[src/rtl/uart_rx_status.sv]
module uart_rx_status #(
  parameter int DW  = 8,
  parameter int OSR = 16
) (
  input  logic          clk,
  input  logic          rst_n,
  input  logic          rx_i,
  input  logic          rx_en,
  input  logic          par_odd,
  input  logic          tick16,
  input  logic          rd_strobe,
  input  logic          clr_par,
  input  logic          clr_frm,
  input  logic          clr_ovr,
  output logic [DW-1:0] rx_data,
  output logic          buf_full,
  output logic          err_par,
  output logic          err_frm,
  output logic          err_ovr,
  output logic          irq_rx,
  output logic          irq_err
);
  localparam int CW   = $clog2(OSR);
  localparam int BW   = $clog2(DW + 1);
  localparam logic [CW-1:0] HALF = CW'(OSR/2 - 1);
  localparam logic [CW-1:0] LAST = CW'(OSR - 1);

  typedef enum logic [2:0] {S_IDLE, S_START, S_DATA, S_PAR, S_STOP} st_t;

  st_t            state;
  logic [1:0]     sync;
  logic [CW-1:0]  cnt;
  logic [BW-1:0]  bitn;
  logic [DW-1:0]  shreg;
  logic           par_bit;

  wire rx_s    = sync[1];
  wire at_last = tick16 && cnt == LAST;
  wire done    = rx_en && state == S_STOP && at_last;
  wire par_bad = ((^shreg) ^ par_bit) != par_odd;
  wire frm_bad = !rx_s;
  wire ovr_bad = buf_full;
  wire any_err = par_bad | frm_bad | ovr_bad | err_par | err_frm | err_ovr;

  always_ff @(posedge clk or negedge rst_n) begin
    if (!rst_n) sync <= 2'b11;
    else        sync <= {sync[0], rx_i};
  end

  always_ff @(posedge clk or negedge rst_n) begin
    if (!rst_n) begin
      state   <= S_IDLE;
      cnt     <= '0;
      bitn    <= '0;
      shreg   <= '0;
      par_bit <= 1'b0;
    end else if (!rx_en) begin
      state <= S_IDLE;
      cnt   <= '0;
    end else if (tick16) begin
      cnt <= (cnt == LAST) ? '0 : cnt + 1'b1;
      case (state)
        S_IDLE: begin
          cnt <= '0;
          if (!rx_s) state <= S_START;
        end
        S_START: if (cnt == HALF) begin
          cnt   <= '0;
          bitn  <= '0;
          state <= rx_s ? S_IDLE : S_DATA;
        end
        S_DATA: if (cnt == LAST) begin
          shreg <= {rx_s, shreg[DW-1:1]};
          bitn  <= bitn + 1'b1;
          if (bitn == BW'(DW - 1)) state <= S_PAR;
        end
        S_PAR: if (cnt == LAST) begin
          par_bit <= rx_s;
          state   <= S_STOP;
        end
        S_STOP: if (cnt == LAST) state <= S_IDLE;
        default: state <= S_IDLE;
      endcase
    end
  end

  always_ff @(posedge clk or negedge rst_n) begin
    if (!rst_n) begin
      rx_data  <= '0;
      buf_full <= 1'b0;
      err_par  <= 1'b0;
      err_frm  <= 1'b0;
      err_ovr  <= 1'b0;
      irq_rx   <= 1'b0;
      irq_err  <= 1'b0;
    end else begin
      if (done && !buf_full) rx_data <= shreg;
      buf_full <= done | (buf_full & ~rd_strobe);
      err_par  <= (done & par_bad) | (err_par & ~clr_par);
      err_frm  <= (done & frm_bad) | (err_frm & ~clr_frm);
      err_ovr  <= (done & ovr_bad) | (err_ovr & ~clr_ovr);
      irq_rx   <= done;
      irq_err  <= done & any_err;
    end
  end

  AST_DISABLED_QUIET: assert property (@(posedge clk) disable iff (!rst_n)
    !rx_en |=> !irq_rx);
  AST_DATA_ON_DONE: assert property (@(posedge clk) disable iff (!rst_n)
    (rx_data != $past(rx_data)) |-> irq_rx);
  AST_IRQ_RX_PULSE: assert property (@(posedge clk) disable iff (!rst_n)
    irq_rx |=> !irq_rx);
  AST_IRQ_RX_FULL: assert property (@(posedge clk) disable iff (!rst_n)
    irq_rx |-> buf_full);
  AST_OVR_KEEPS_DATA: assert property (@(posedge clk) disable iff (!rst_n)
    $rose(err_ovr) |-> $stable(rx_data));
  AST_IRQ_ERR_CAUSE: assert property (@(posedge clk) disable iff (!rst_n)
    irq_err |-> irq_rx);
  AST_PAR_HOLD: assert property (@(posedge clk) disable iff (!rst_n)
    (err_par && !clr_par) |=> err_par);
  AST_FRM_HOLD: assert property (@(posedge clk) disable iff (!rst_n)
    (err_frm && !clr_frm) |=> err_frm);
  AST_OVR_HOLD: assert property (@(posedge clk) disable iff (!rst_n)
    (err_ovr && !clr_ovr) |=> err_ovr);
  AST_READ_CLEARS: assert property (@(posedge clk) disable iff (!rst_n)
    rd_strobe |=> (!buf_full || irq_rx));
endmodule

[config.mk]
export PLATFORM = sky130hd
export DESIGN_NAME = uart_rx_status
export DESIGN_NICKNAME = d
export VERILOG_FILES = /design/src/rtl/uart_rx_status.sv
export SDC_FILE = /design/constraint.sdc
export NUM_CORES = 1
export LEC_CHECK = 0
export BUFFER_PORTS_ARGS = -buffer_cell sky130_fd_sc_hd__buf_2
export CAP_MARGIN = 20
export CORE_MARGIN = 3
export CORE_UTILIZATION = 50
export CTS_BUF_LIST = sky130_fd_sc_hd__clkbuf_2
export CTS_CLUSTER_SIZE = 8
export DETAILED_ROUTE_END_ITERATION = 6
export PLACE_DENSITY = 0.77
export SETUP_SLACK_MARGIN = 0.2
export SKIP_LAST_GASP = 1
export SLEW_MARGIN = 20
export SYNTH_ARGS = -nofsm -noshare
export SYNTH_HDL_FRONTEND = slang
export SYNTH_SLANG_ARGS = --single-unit
[constraint.sdc]
create_clock -name clk -period 1.6 [get_ports clk]
set_input_delay 0.16 -clock clk [delete_from_list [all_inputs] [get_ports clk]]
set_output_delay 0.16 -clock clk [all_outputs]
set_load 0.01 [all_outputs]
# After elaboration in Yosys (flattened, before gate mapping)
# Cells that the tools add are included.
word_totals:
  input_bits: 10
  out_inout_bits: 14
  word_cells: 85
  reg_bits: 36
classes:
  n_bitwise: 22
  n_mux: 18
  reduce_logical: 13
  eq_ne: 17
  addsub: 2
ops:
  columns: ["op", "n"]
  rows:
  - ["$mux 3", 8]
  - ["$mux 4", 6]
  - ["$ne 3x3->1 const B", 6]
  - ["$pmux 4 s2", 2]
  - ["$pmux 3 s5", 1]
  - ["$or 1x1->1", 9]
  - ["$add 4x1->4 const B", 2]
  - ["$and 1x1->1", 8]
  - ["$eq 4x3->1 const B", 2]
  - ["$reduce_and 4->1", 2]
  - ["$reduce_xor 8->1", 1]
  - ["$reduce_and 7->1", 1]
  - ["$eq 3x2->1 const B", 2]
  - ["$reduce_and 5->1", 1]
  - ["$eq 4x4->1 const B", 1]
  - ["$logic_and 1x1->1", 4]
  - ["$ne 2x2->1 const B", 2]
  - ["$not 1->1", 4]
  - ["$eq 3x1->1 const B", 1]
  - ["$eq 3x3->1 const B", 1]
  - ["$logic_not 3->1", 1]
  - ["$logic_not 1->1", 2]
  - ["$mux 2", 1]
  - ["$ne 2x1->1 const B", 1]
  - ["3 further kinds", 3]

# Logic depth before layout (Yosys ltp)
depth:
  depth_word: 9
  mapped_depth: 6
  depth_no_buf: 5

# Worst setup path after synthesis
# OpenSTA, ideal clock, no wires.
synth_timing:
  kind: "register to register"
  startpoint: "reg cnt[0]"
  endpoint: "reg rx_data[0]"
  path_buffers: 0
  required_time_ns: 1.475
  arrival_ns: 1.577
  synth_period_minus_slack_ns: 1.702
  setup_time_ns: 0.125
  path_slack_ns: -0.102
  stages_incl_launch_ff: 6
  path_cell_list: "dfrtp_1 ha_1 and3_1 nand4_2 nor2_4 mux2_2"
synth_via:
  elab_chain_len: 4
synth_rtl:
  columns: ["element", "line_no", "rtl"]
  rows:
  - ["start: declaration", "32", "logic [CW-1:0] cnt;"]
  - ["start signal: assignment", "61", "cnt <= (cnt == LAST) ? '0 : cnt + 1'b1;"]
  - ["$eq 4x4->1", "38", "wire at_last = tick16 && cnt == LAST;"]
  - ["$logic_and 1x1->1", "38", null]
  - ["$logic_and 1x1->1", "39", "wire done = rx_en && state == S_STOP && at_last;"]
  - ["$logic_and 1x1->1", "97", "if (done && !buf_full) rx_data <= shreg;"]
  - ["end signal: assignment", "97", null]
  - ["end: declaration", "15", "output logic [DW-1:0] rx_data,"]
# No other way between the ends.
# A chain may end at the register's enable or synchronous reset.

# Final worst setup path
layout_timing:
  startpoint: "reg state[0]"
  endpoint: "reg shreg[7]"
layout_via:
  elab_chain_len: 2
layout_rtl:
  columns: ["element", "line_no", "rtl"]
  rows:
  - ["start: declaration", "30", "st_t state;"]
  - ["start signal: assignment", "70", "state <= rx_s ? S_IDLE : S_DATA;"]
  - ["$eq 3x2->1", "62", "case (state)"]
  - ["$reduce_and 4->1 (no line)", null, null]
  - ["end signal: assignment", "73", "shreg <= {rx_s, shreg[DW-1:1]};"]
  - ["end: declaration", "34", "logic [DW-1:0] shreg;"]
# No other way between the ends.

==> run_results.csv <==
group,metric,value,unit
status,status,"finished with violations",
status,violations,"setup timing",
yosys,yosysUniqueCellTypes,47,
yosys,ys_async_sr_fraction,100,%
timing,finalSetupViolCount,24,
power,vdd_drop_max,0.690,mV
placement,dp_slack,-0.122,ns
timing,layout_setup_ws,-0.136,ns
cells_and_area,antennaDiodeCount,0,
yosys,synth_edf_count,0,
timing,skew,0.0275,ns
drt,postRouteAntennaNets,0,
worst_hold_path,min_from,"rx_en",
cells_and_area,final_area,0.00261,mm^2
cells_and_area,fin_nets,230,
placement,dp_hpwl,2.68,mm
timing,slew_violations,0,
worst_setup_path,rrSetupSlack,-0.14,ns
global_route,overflow,0,
worst_hold_path,min_to,"state[0]",
worst_setup_path,cp_max_fo,9,
clock_network,clock_path_buffers,2,
placement,dp.cells,232,
drt,drt_iter0_markers,109,
power,power.internal,1.15,mW
timing,hold_viol,0,
placement,io_buffers,23,
timing,grt_setup_unrepaired,"yes",
yosys,yosys_warnings,0,
drt,drtPass1Iterations,4,
clock_network,cts_htree_levels,2,
power,power_per_cell_area,607,mW/mm^2
worst_setup_path,reg2regPathDepth,4,
cells_and_area,final_cell_mix,"buf_4 (30), dfrtp_1 (28), buf_2 (23)",
worst_hold_path,holdPathStages,3,
timing,fin_crit_sh,108,%
drt,wl_per_cell,22.8,um
drt,finalWirelength,6.00,mm
floorplanning,die-area,0.00424,mm^2
timing,fmax,576,MHz
cells_and_area,seq_area,911,um^2
clock_network,cts_root_buf,"clkbuf_2",
placement,gp_congestion,0.885,
global_route,track_usage,26.7,%
floorplanning,io_pins,24,
power,power,1.58,mW
clock_network,clock-sinks,36,
clock_network,cts-buffers-inserted,5,
cells_and_area,final_util,82.0,%
worst_setup_path,critical_path_class,"flip-flop to flip-flop",
cells_and_area,layout-drive-gt1-share,60.3,%
worst_setup_path,r2r-end,"shreg[7]",
worst_hold_path,hp-class,"input port to flip-flop",
floorplanning,initial_utilization,54.9,%
cells_and_area,fin_cells,263,
timing,hold_ws,0.179,ns
yosys,avgSynthCellArea,11.9,um^2
run,cap_viol_max_count,0,
yosys,ys_seq_area_share,51.8,%
power,netSwitchingFraction,27.6,%
floorplanning,rows,20,
cells_and_area,multiInputGateArea,0.00102,mm^2
timing,tightest_slew,0.455,ns
power,p_clk_share,27.4,%
clock_network,clk_latency,0.41,ns
drt,drc,0,
placement,place_area,0.00215,mm^2
cells_and_area,area_growth,49.2,%
yosys,synth_seq_cells,36,
timing,finalCriticalPeriod,1.74,ns
worst_setup_path,worstReg2RegStart,"state[0]",
timing,fin_setup_tns,-1.93,ns
floorplanning,coreArea,0.00318,mm^2
yosys,synth.net_count,159,
yosys,synth_top_flop_cell,"dfrtp_1",
worst_setup_path,cp-start-kind,"flip-flop",
worst_setup_path,endpoint_kind,"flip-flop",
power,p_sw,436,uW
cells_and_area,n_fill_cell,162,
global_route,antenna_found_initial,0,
global_route,grt_pass1_wl,8.25,mm
drt,vias,1541,
cells_and_area,layout_commonest_cell,"buf_4",
drt,viasPerCell,5.86,
clock_network,clk_pin_slew,0.18,ns
floorplanning,die_h,65.1,um
floorplanning,die_w,65.1,um
yosys,synth_area,0.00175,mm^2
timing,slew_headroom,69.7,%
power,power_frac_seq,59.1,%
global_route,grt_max_degree,37,
clock_network,cts_tree,"built",
yosys,synthCells,147,
power,p_leak,1.24,nW
worst_setup_path,cp.required,1.89,ns
power,p_comb_share,13.5,%
global_route,grt_pass1_vias,1643,
worst_setup_path,cp.arrival,2.02,ns
sequential cells by signal (all words and copies together) (netlist names), 2 cells and up:
signal	flops
bitn	4
state	3
sync	2
shreg	8
cnt	4
rx_data	8
worst max-delay path by stage:
stage                         from         end  slack (ns)  depth (start not counted)
final                     state[0]    shreg[7]       -0.14                          4
after global routing        cnt[3]     bitn[3]       -0.17                          4
after CTS                 state[0]    shreg[7]       -0.06                          4
after detailed placement  state[0]  rx_data[2]       -0.12                          5
after global placement    state[1]  rx_data[6]       -0.07                          5
after floorplan           state[1]     bitn[0]       -0.06                          4
cell type report:
cell class | count | share of cell area [%]
multi-input combinational | 96 | 39.3
sequential | 36 | 35.0
timing repair buffer | 70 | 20.8
tap | 44 | 2.11
clock buffer | 7 | 1.34
inverter | 9 | 1.30
clock inverter | 1 | 0.192
layer usage:
layer	share of wire (%)	global-route usage, %	wire, um
met5	0	0	0
met3	5.0	4.33	298
met1	38	30.1	2260
met2	52	49.0	3090
met4	5.8	11.7	347
power by group through the flow:
stage / registers [mW] / logic (mW) / clock network [mW]
after floorplan: 0.947 / 0.0626 / 0
after global placement: 0.947 / 0.130 / 0
after detailed placement: 0.948 / 0.135 / 0
after global routing: 0.937 / 0.224 / 0.469
final: 0.935 / 0.213 / 0.434
after CTS: 0.932 / 0.178 / 0.421
cells by family after synthesis:
logic type                 share of synthesized area (%)
AOI/OAI and AO/OA                                   11.8
xor gates and xnor gates                            5.30
adders and majority gates                           1.43
buffers and inverters                               4.16
DFF                                                 51.8
muxes                                               11.6
and+or+nand+nor                                     14.0
cell usage after synthesis (2+ instances only):
cell type,count,area share [%]
nor4_1,3,1.1
mux2_2,17,11
o31ai_1,3,1.3
nor3_1,2,0.57
nand3b_1,3,1.3
o21a_1,4,1.7
dfstp_2,2,3.0
or4_1,2,0.86
ha_1,2,1.4
nor3b_1,2,0.86
or3b_1,2,1.0
a31oi_1,3,1.1
o21ai_0,5,1.4
nand2_1,6,1.3
a21oi_1,2,0.57
inv_1,9,1.9
o21ai_1,2,0.57
nand2b_1,3,1.1
dfrtp_1,34,49
xnor2_1,7,3.5
buf_2,4,1.1
nand3_1,2,0.57
o22ai_1,4,1.4
timing repair:
item                       in CTS  in global routing
buffers inserted               11                  6
pin swaps                      12                 18
cloned                          0                  0
hold endpoints to repair       39                  0
hold buffers                    6                  0
setup endpoints to repair      28                 33
gates resized for setup        26                 29
critical path, cell delays in order (launching register included):
cell,delay [ns]
dfrtp_2,0.50
or3b_4,0.44
nor3_4,0.18
buf_12,0.17
mux2_2,0.35
No activity file was read; power rests on OpenSTA's default activity.
